$ cat src/rtl/mdio_target_pkg.sv
package mdio_target_pkg;

    typedef enum logic [1:0] {
        MT_IDLE  = 2'd0,
        MT_READ  = 2'd1,
        MT_WRITE = 2'd2
    } mt_state_e;

    localparam logic [1:0] MT_START_CODE = 2'b01;
    localparam logic [1:0] MT_OP_WRITE   = 2'b01;
    localparam logic [1:0] MT_OP_READ    = 2'b10;
    localparam logic [1:0] MT_TA_WRITE   = 2'b10;

endpackage

$ cat src/rtl/mdio_target_front.sv
module mdio_target_front #(
    parameter int SHIFT_W = 32,
    parameter int OUT_W   = 16
) (
    input  logic             clk,
    input  logic             rst,
    input  logic             mgmt_clk,
    input  logic             host_data,
    input  logic             host_oe,
    output logic             edge_o,
    output logic             sync_o,
    output logic [OUT_W-1:0] win_o
);

    typedef struct packed {
        logic               prev;
        logic [SHIFT_W-1:0] sh;
    } front_s;

    front_s front_d, front_q;
    logic [SHIFT_W-1:0] shifted;

    always_comb begin
        front_d      = front_q;
        front_d.prev = mgmt_clk;
        edge_o       = mgmt_clk & ~front_q.prev;
        shifted      = {front_q.sh[SHIFT_W-2:0], host_data & host_oe};
        if (edge_o) begin
            front_d.sh = shifted;
        end
        sync_o = &shifted;
        win_o  = shifted[OUT_W-1:0];
    end

    always_ff @(posedge clk) begin
        if (rst) begin
            front_q <= '0;
        end else begin
            front_q <= front_d;
        end
    end

endmodule

$ cat src/rtl/mdio_target_ctrl.sv
module mdio_target_ctrl
    import mdio_target_pkg::*;
#(
    parameter int DW    = 16,
    parameter int AW    = 5,
    parameter int CNT_W = 6
) (
    input  logic          clk,
    input  logic          rst,
    input  logic          edge_i,
    input  logic          sync_i,
    input  logic [DW-1:0] win_i,
    input  logic [DW-1:0] rd_data_i,
    output logic [AW-1:0] rd_addr_o,
    output logic          wr_en_o,
    output logic [AW-1:0] wr_addr_o,
    output logic [DW-1:0] wr_data_o,
    output logic          resp_o
);

    localparam int REG_LSB   = 2;
    localparam int OP_LSB    = DW - 4;
    localparam int START_LSB = DW - 2;
    localparam logic [CNT_W-1:0] CNT_LOAD = CNT_W'(2 * DW);
    localparam logic [CNT_W-1:0] CNT_HDR  = CNT_W'(DW);

    typedef struct packed {
        mt_state_e        st;
        logic             armed;
        logic [CNT_W-1:0] cnt;
        logic [AW-1:0]    addr;
        logic [DW-1:0]    dout;
        logic             resp;
    } ctrl_s;

    ctrl_s ctrl_d, ctrl_q;

    logic [CNT_W-1:0] cnt_w;
    logic             arm_w;
    mt_state_e        st_w;
    logic [DW-1:0]    dsh_w;
    logic             start_ok, is_wr, is_rd;

    always_comb begin
        ctrl_d    = ctrl_q;
        cnt_w     = ctrl_q.cnt;
        arm_w     = ctrl_q.armed;
        st_w      = ctrl_q.st;
        dsh_w     = ctrl_q.dout;
        rd_addr_o = win_i[REG_LSB +: AW];
        wr_en_o   = 1'b0;
        wr_addr_o = ctrl_q.addr;
        wr_data_o = win_i;
        start_ok  = win_i[START_LSB +: 2] == MT_START_CODE;
        is_wr     = start_ok && win_i[OP_LSB +: 2] == MT_OP_WRITE
                    && win_i[1:0] == MT_TA_WRITE;
        is_rd     = start_ok && win_i[OP_LSB +: 2] == MT_OP_READ && !win_i[0];

        if (edge_i) begin
            if (sync_i) begin
                cnt_w = CNT_LOAD;
                arm_w = 1'b1;
            end
            // header fully shifted in: classify the frame
            if (arm_w && cnt_w == CNT_HDR) begin
                st_w = is_wr ? MT_WRITE : (is_rd ? MT_READ : MT_IDLE);
                if (st_w != MT_IDLE) begin
                    ctrl_d.addr = rd_addr_o;
                end
                if (st_w == MT_READ) begin
                    dsh_w = rd_data_i;
                end
            end
            // data phase of a read: one bit out per edge, MSB first
            if (arm_w && cnt_w < CNT_HDR && st_w == MT_READ) begin
                ctrl_d.resp = dsh_w[DW-1];
                dsh_w       = {dsh_w[DW-2:0], 1'b0};
            end
            // last data edge: commit a write and go idle
            if (arm_w && cnt_w == '0 && st_w != MT_IDLE) begin
                wr_en_o = st_w == MT_WRITE;
                st_w    = MT_IDLE;
            end
            if (arm_w) begin
                if (cnt_w == '0) begin
                    arm_w = 1'b0;
                end else begin
                    cnt_w = cnt_w - 1'b1;
                end
            end
            ctrl_d.cnt   = cnt_w;
            ctrl_d.armed = arm_w;
            ctrl_d.st    = st_w;
            ctrl_d.dout  = dsh_w;
        end
        resp_o = ctrl_q.resp;
    end

    always_ff @(posedge clk) begin
        if (rst) begin
            ctrl_q <= '{st: MT_IDLE, armed: 1'b0, cnt: '0, addr: '0, dout: '0, resp: 1'b0};
        end else begin
            ctrl_q <= ctrl_d;
        end
    end

endmodule

$ cat src/rtl/mdio_target_regs.sv
module mdio_target_regs #(
    parameter int              DW     = 16,
    parameter int              AW     = 5,
    parameter int              ID_IDX = 2,
    parameter logic [DW-1:0]   ID_HI  = 16'h0022,
    parameter logic [DW-1:0]   ID_LO  = 16'h161A
) (
    input  logic          clk,
    input  logic          rst,
    input  logic          wr_en,
    input  logic [AW-1:0] wr_addr,
    input  logic [DW-1:0] wr_data,
    input  logic [AW-1:0] rd_addr,
    output logic [DW-1:0] rd_data
);

    localparam int NREG = 2 ** AW;

    logic [DW-1:0] ent_view [NREG];

    for (genvar i = 0; i < NREG; i++) begin : g_ent
        localparam logic [DW-1:0] RST_VAL = (i == ID_IDX)     ? ID_HI :
                                            (i == ID_IDX + 1) ? ID_LO : '0;
        logic [DW-1:0] ent_d, ent_q;

        always_comb begin
            ent_d = ent_q;
            if (wr_en && wr_addr == AW'(i)) begin
                ent_d = wr_data;
            end
        end

        always_ff @(posedge clk) begin
            if (rst) begin
                ent_q <= RST_VAL;
            end else begin
                ent_q <= ent_d;
            end
        end

        assign ent_view[i] = ent_q;
    end

    assign rd_data = ent_view[rd_addr];

endmodule

$ cat src/rtl/mdio_target.sv
module mdio_target #(
    parameter int                  DATA_W = 16,
    parameter int                  REG_AW = 5,
    parameter logic [DATA_W-1:0]   ID_HI  = 16'h0022,
    parameter logic [DATA_W-1:0]   ID_LO  = 16'h161A
) (
    input  logic clk,
    input  logic rst,
    input  logic mgmt_clk,
    input  logic host_data,
    input  logic host_oe,
    output logic resp_data
);

    localparam int SHIFT_W = 2 * DATA_W;
    localparam int CNT_W   = $clog2(SHIFT_W + 1);

    logic              edge_w, sync_w, wr_en;
    logic [DATA_W-1:0] win_w, rd_data_w, wr_data_w;
    logic [REG_AW-1:0] rd_addr_w, wr_addr_w;

    mdio_target_front #(.SHIFT_W(SHIFT_W), .OUT_W(DATA_W)) u_front (
        .clk(clk), .rst(rst), .mgmt_clk(mgmt_clk), .host_data(host_data),
        .host_oe(host_oe), .edge_o(edge_w), .sync_o(sync_w), .win_o(win_w)
    );

    mdio_target_ctrl #(.DW(DATA_W), .AW(REG_AW), .CNT_W(CNT_W)) u_ctrl (
        .clk(clk), .rst(rst), .edge_i(edge_w), .sync_i(sync_w), .win_i(win_w),
        .rd_data_i(rd_data_w), .rd_addr_o(rd_addr_w), .wr_en_o(wr_en),
        .wr_addr_o(wr_addr_w), .wr_data_o(wr_data_w), .resp_o(resp_data)
    );

    mdio_target_regs #(.DW(DATA_W), .AW(REG_AW), .ID_IDX(2), .ID_HI(ID_HI), .ID_LO(ID_LO)) u_regs (
        .clk(clk), .rst(rst), .wr_en(wr_en), .wr_addr(wr_addr_w),
        .wr_data(wr_data_w), .rd_addr(rd_addr_w), .rd_data(rd_data_w)
    );

endmodule

$ cat config.mk
export PLATFORM = sky130hd
export DESIGN_NAME = mdio_target
export DESIGN_NICKNAME = d
export VERILOG_FILES = /design/src/rtl/mdio_target_pkg.sv /design/src/rtl/mdio_target_front.sv /design/src/rtl/mdio_target_ctrl.sv /design/src/rtl/mdio_target_regs.sv /design/src/rtl/mdio_target.sv
export SDC_FILE = /design/constraint.sdc
export NUM_CORES = 1
export LEC_CHECK = 0
export ABC_AREA = 0
export ABC_CLOCK_PERIOD_IN_PS = 3800
export CAP_MARGIN = 25
export CORE_MARGIN = 1.5
export CORE_UTILIZATION = 30
export DETAILED_ROUTE_END_ITERATION = 12
export PLACE_DENSITY = 0.51
export SETUP_SLACK_MARGIN = 0.1
export SLEW_MARGIN = 20
export SYNTH_ARGS = -nofsm -noshare
export SYNTH_HDL_FRONTEND = slang
export SYNTH_SLANG_ARGS = --single-unit
$ cat constraint.sdc
create_clock -name clk -period 3.8 [get_ports clk]
set_input_delay 0.38 -clock clk [delete_from_list [all_inputs] [get_ports clk]]
set_output_delay 0.38 -clock clk [all_outputs]
set_load 0.01 [all_outputs]
==> summary.md <==
| Metric | Value |
|---|---|
| Max transition margin | 29.7% |
| Post-CTS Resized | 0 |
| Critical path, cell by cell | nand4_1, nor3_1, nand3_2, nand2_1, ha_1, and3b_1, nand2_4, mux2_4, and4_1, nand2_1, a21oi_1 |
| Pre-CTS WS | 0.139 ns |
| Tmin final | 3.37 ns |
| Max cap viols | 0 |
| Crit start category | register |
| Worst setup EP type | register |
| Netlist Area Pre-Place | 0.0258 mm² |
| Core Region | 0.0853 mm² |
| Critical path's largest stage delay | 0.87 ns |
| Worst min path class | in2reg |
| Sequential Power Share | 48.4% |
| HPWL after detailed placement | 42800 µm |
| Critical path data arrival time | 3.91 ns |
| Final setup fails | 0 |
| Req. time, crit path | 4.34 ns |
| Period utilization | 88.6% |
| WS Path Type | reg2reg |
| Peak supply drop | 0.360 mV |
| Sw Share | 21.3% |
| PwrDens | 436 mW/mm² |
| Grt peak-use layer | met2 |
| M2 GR Usage | 28.1% |
| Max-slew violations | 0 |
| Post-CTS setup buffers | 0 |
| Syn Nets | 2717 |
| Max Root-Sink Buffers | 3 |
| Vias in the first global route | 18974 |
| Worst slew pin tran | 1.05 ns |
| Sw Pwr | 0.00266 W |
| CTS tree | done |
| GR Layer Usage met3 | 2.29% |
| Clock skew | 0.0207 ns |
| Post-synthesis sequential area ratio | 44.6% |
| Final Power | 0.0125 W |
| Clk_lat worst skew | 0.63 ns |
| Largest net degree at the start of global routing | 166 |
| Final GP Congestion | 0.790 |
| Via count | 19168 |
| Fmax | 297 MHz |
| Worst hold slack | 0.0852 ns |
| Antenna violations before repair | 1 |
| Die area | 0.0879 mm² |
| Synth unique cells | 63 |
| Pint | 0.00980 W |
| CTS Hold Buffers Added | 0 |
| Avg WL per Cell | 19.6 µm |
| Die width | 296 µm |
| Detail Route Antenna Nets | 0 |
| Fin. Hold Viols | 0 |
| Async S/R FF share, synth | 0% |
| Ratio of cells with drive above 1 in the final layout | 11.5% |
| Inserted Diodes | 0 |
| Clock network fraction of total power | 49.9% |
| Yosys Warn Count | 0 |
| Row count | 107 |
| Pre-antenna DRT Iters | 6 |
| Vias/cell | 5.12 |
| Die extent in y | 296 µm |
| Most frequent CP cell | nand2_1 |
| RSZ-0062 raised after global routing | false |
| CP max-delay cell | and4_1 |
| Leak Pwr | 11.2 nW |
| Fin Setup TNS | 0 ns |
| Drt first-iter violations | 1638 |
| Yosys reg bits | 575 |
| Gr usage total | 16.6% |
| Post-route setup slack | 0.432 ns |
| CP delay by family, top | simple AND/OR/NAND/NOR gates |
| Final net count | 2562 |
| CTS Sinks | 575 |
| Port Buffer Count | 5 |
| DRC viols | 0 |
| Final Util | 33.5% |
| Area grow syn2layout | 10.4% |
| Post-synth EDFFs | 0 |
| Synth Instances | 2710 |
| Root Buffer | clkbuf_16 |
| Initial core utilization | 30.3% |
| First-pass GRT wire length | 114000 µm |
| Syn_area_per_cell | 9.53 µm² |
| H-tree levels | 2 |
| Dominant synthesized flop cell | dfxtp_1 |
| CP Buf/Inv Count | 0 |
| Top-Level Pins | 6 |
| Crit path max fanout | 15 |
| GR Util met1 | 22.0% |
| Final WL | 73300 µm |
| Worst-path clk slew | 0.06 ns |
| Gate power share | 1.7% |
| CTS Buf Count | 61 |
| Total congestion overflow | 0 |
| Status | completed |
==> final timing paths <==
path	from	slack, ns	cells after the start	end
max reg2reg	u_front.front_q[27]$_SDFFE_PP0P_	0.43	11	u_regs.g_ent[0].ent_q[7]$_SDFFE_PP0P_
max	u_front.front_q[27]$_SDFFE_PP0P_	0.43	11	u_regs.g_ent[0].ent_q[7]$_SDFFE_PP0P_
min	rst	0.09	2	u_regs.g_ent[19].ent_q[13]$_SDFFE_PP0P_
min reg2reg	u_regs.g_ent[14].ent_q[4]$_SDFFE_PP0P_	0.45	2	u_regs.g_ent[14].ent_q[4]$_SDFFE_PP0P_
==> cell families after synthesis <==
kind of cell / count (synthesis) / share of synthesized area (%)
fa+ha+maj: 2 / 0.0968
mux: 459 / 22.6
simple gates: 948 / 16.3
compound gates: 430 / 9.64
buf+inv: 296 / 6.83
flops: 575 / 44.6
==> layout make-up <==
class	instances	area, µm²
timing repair buffer	66	863
fill	8642	56700
sequential	575	11500
tap	1144	1430
clock buffer	85	1780
inverter	12	45.0
multi-input combinational	1839	12600
clock inverter	25	327
==> sequential cells by signal, indices dropped and copies added (netlist names) <==
signal / cells
u_ctrl.resp_o: 1
u_front.front_q: 17
u_ctrl.wr_addr_o: 5
u_ctrl.ctrl_q: 25
u_regs.g_ent.ent_q: 512
u_front.win_o: 15
==> layout by cell type (no fill, tap or decap), drive strengths merged, types with 6 or more instances in the layout <==
cell type,n
a211o,8
mux2i,359
nor2,333
a22oi,56
nor2b,6
clkinv,17
buf,62
dfxtp,575
nand3,27
bufinv,7
o21ai,54
nand2,450
inv,13
a21oi,261
mux4,99
a221oi,15
o22ai,15
clkbuf,85
and4,12
nor3,38
nand4,21
nand3b,38
==> Yosys cell counts, types with 4 or more instances <==
cell type | count | share of area [%]
buf_2 | 48 | 0.93
a211o_1 | 8 | 0.27
clkbuf_1 | 130 | 1.9
buf_4 | 26 | 0.76
buf_1 | 24 | 0.35
inv_1 | 11 | 0.16
a22oi_1 | 56 | 1.6
a311oi_1 | 4 | 0.14
mux2i_1 | 359 | 14
and4_1 | 12 | 0.41
a21oi_1 | 260 | 5.0
mux4_2 | 99 | 8.6
buf_6 | 36 | 1.6
nor2b_1 | 6 | 0.15
o21ai_1 | 30 | 0.58
dfxtp_1 | 575 | 45
nand3b_1 | 38 | 1.1
o21ai_0 | 24 | 0.46
nand3_1 | 24 | 0.46
nand4_4 | 10 | 0.82
buf_8 | 20 | 1.2
nor2_1 | 332 | 4.8
nand4_1 | 8 | 0.19
a221oi_1 | 14 | 0.47
o22ai_1 | 14 | 0.34
nor3_1 | 38 | 0.74
or3_1 | 4 | 0.097
nand2_1 | 449 | 6.5
==> stage by stage <==
| step | cells | area (µm²) |
|---|---|---|
| 2_1_floorplan | 2710 | 25800 |
| 3_3_place_gp | 3636 | 26400 |
| 3_5_place_dp | 3636 | 26400 |
| 4_1_cts | 3746 | 28500 |
| 5_1_grt | 3746 | 28500 |
| 6_report | 3746 | 28500 |
==> power by group through the flow <==
stage	Sequential [W]	Combinational (W)	Clock (W)
after floorplan	0.00617	0.000154	0
after global placement	0.00616	0.000204	0
after detailed placement	0.00616	0.000208	0
after CTS	0.00603	0.000208	0.00636
after global routing	0.00603	0.000224	0.00660
final	0.00603	0.000207	0.00622
==> worst register-to-register path, cell delays in order, from the launching register on <==
cell and delay (ns):
dfxtp_1 0.35, nand4_1 0.15, nor3_1 0.45, nand3_2 0.15, nand2_1 0.13, ha_1 0.19
and3b_1 0.25, nand2_4 0.08, mux2_4 0.33, and4_1 0.87, nand2_1 0.16, a21oi_1 0.18
==> layer usage <==
| metal | wire [µm] | share of wire [%] |
|---|---|---|
| met5 | 0 | 0 |
| met4 | 1850 | 2.5 |
| met3 | 3430 | 4.7 |
| met2 | 35300 | 48 |
| met1 | 32600 | 45 |
No activity file was read; power rests on OpenSTA's default activity.
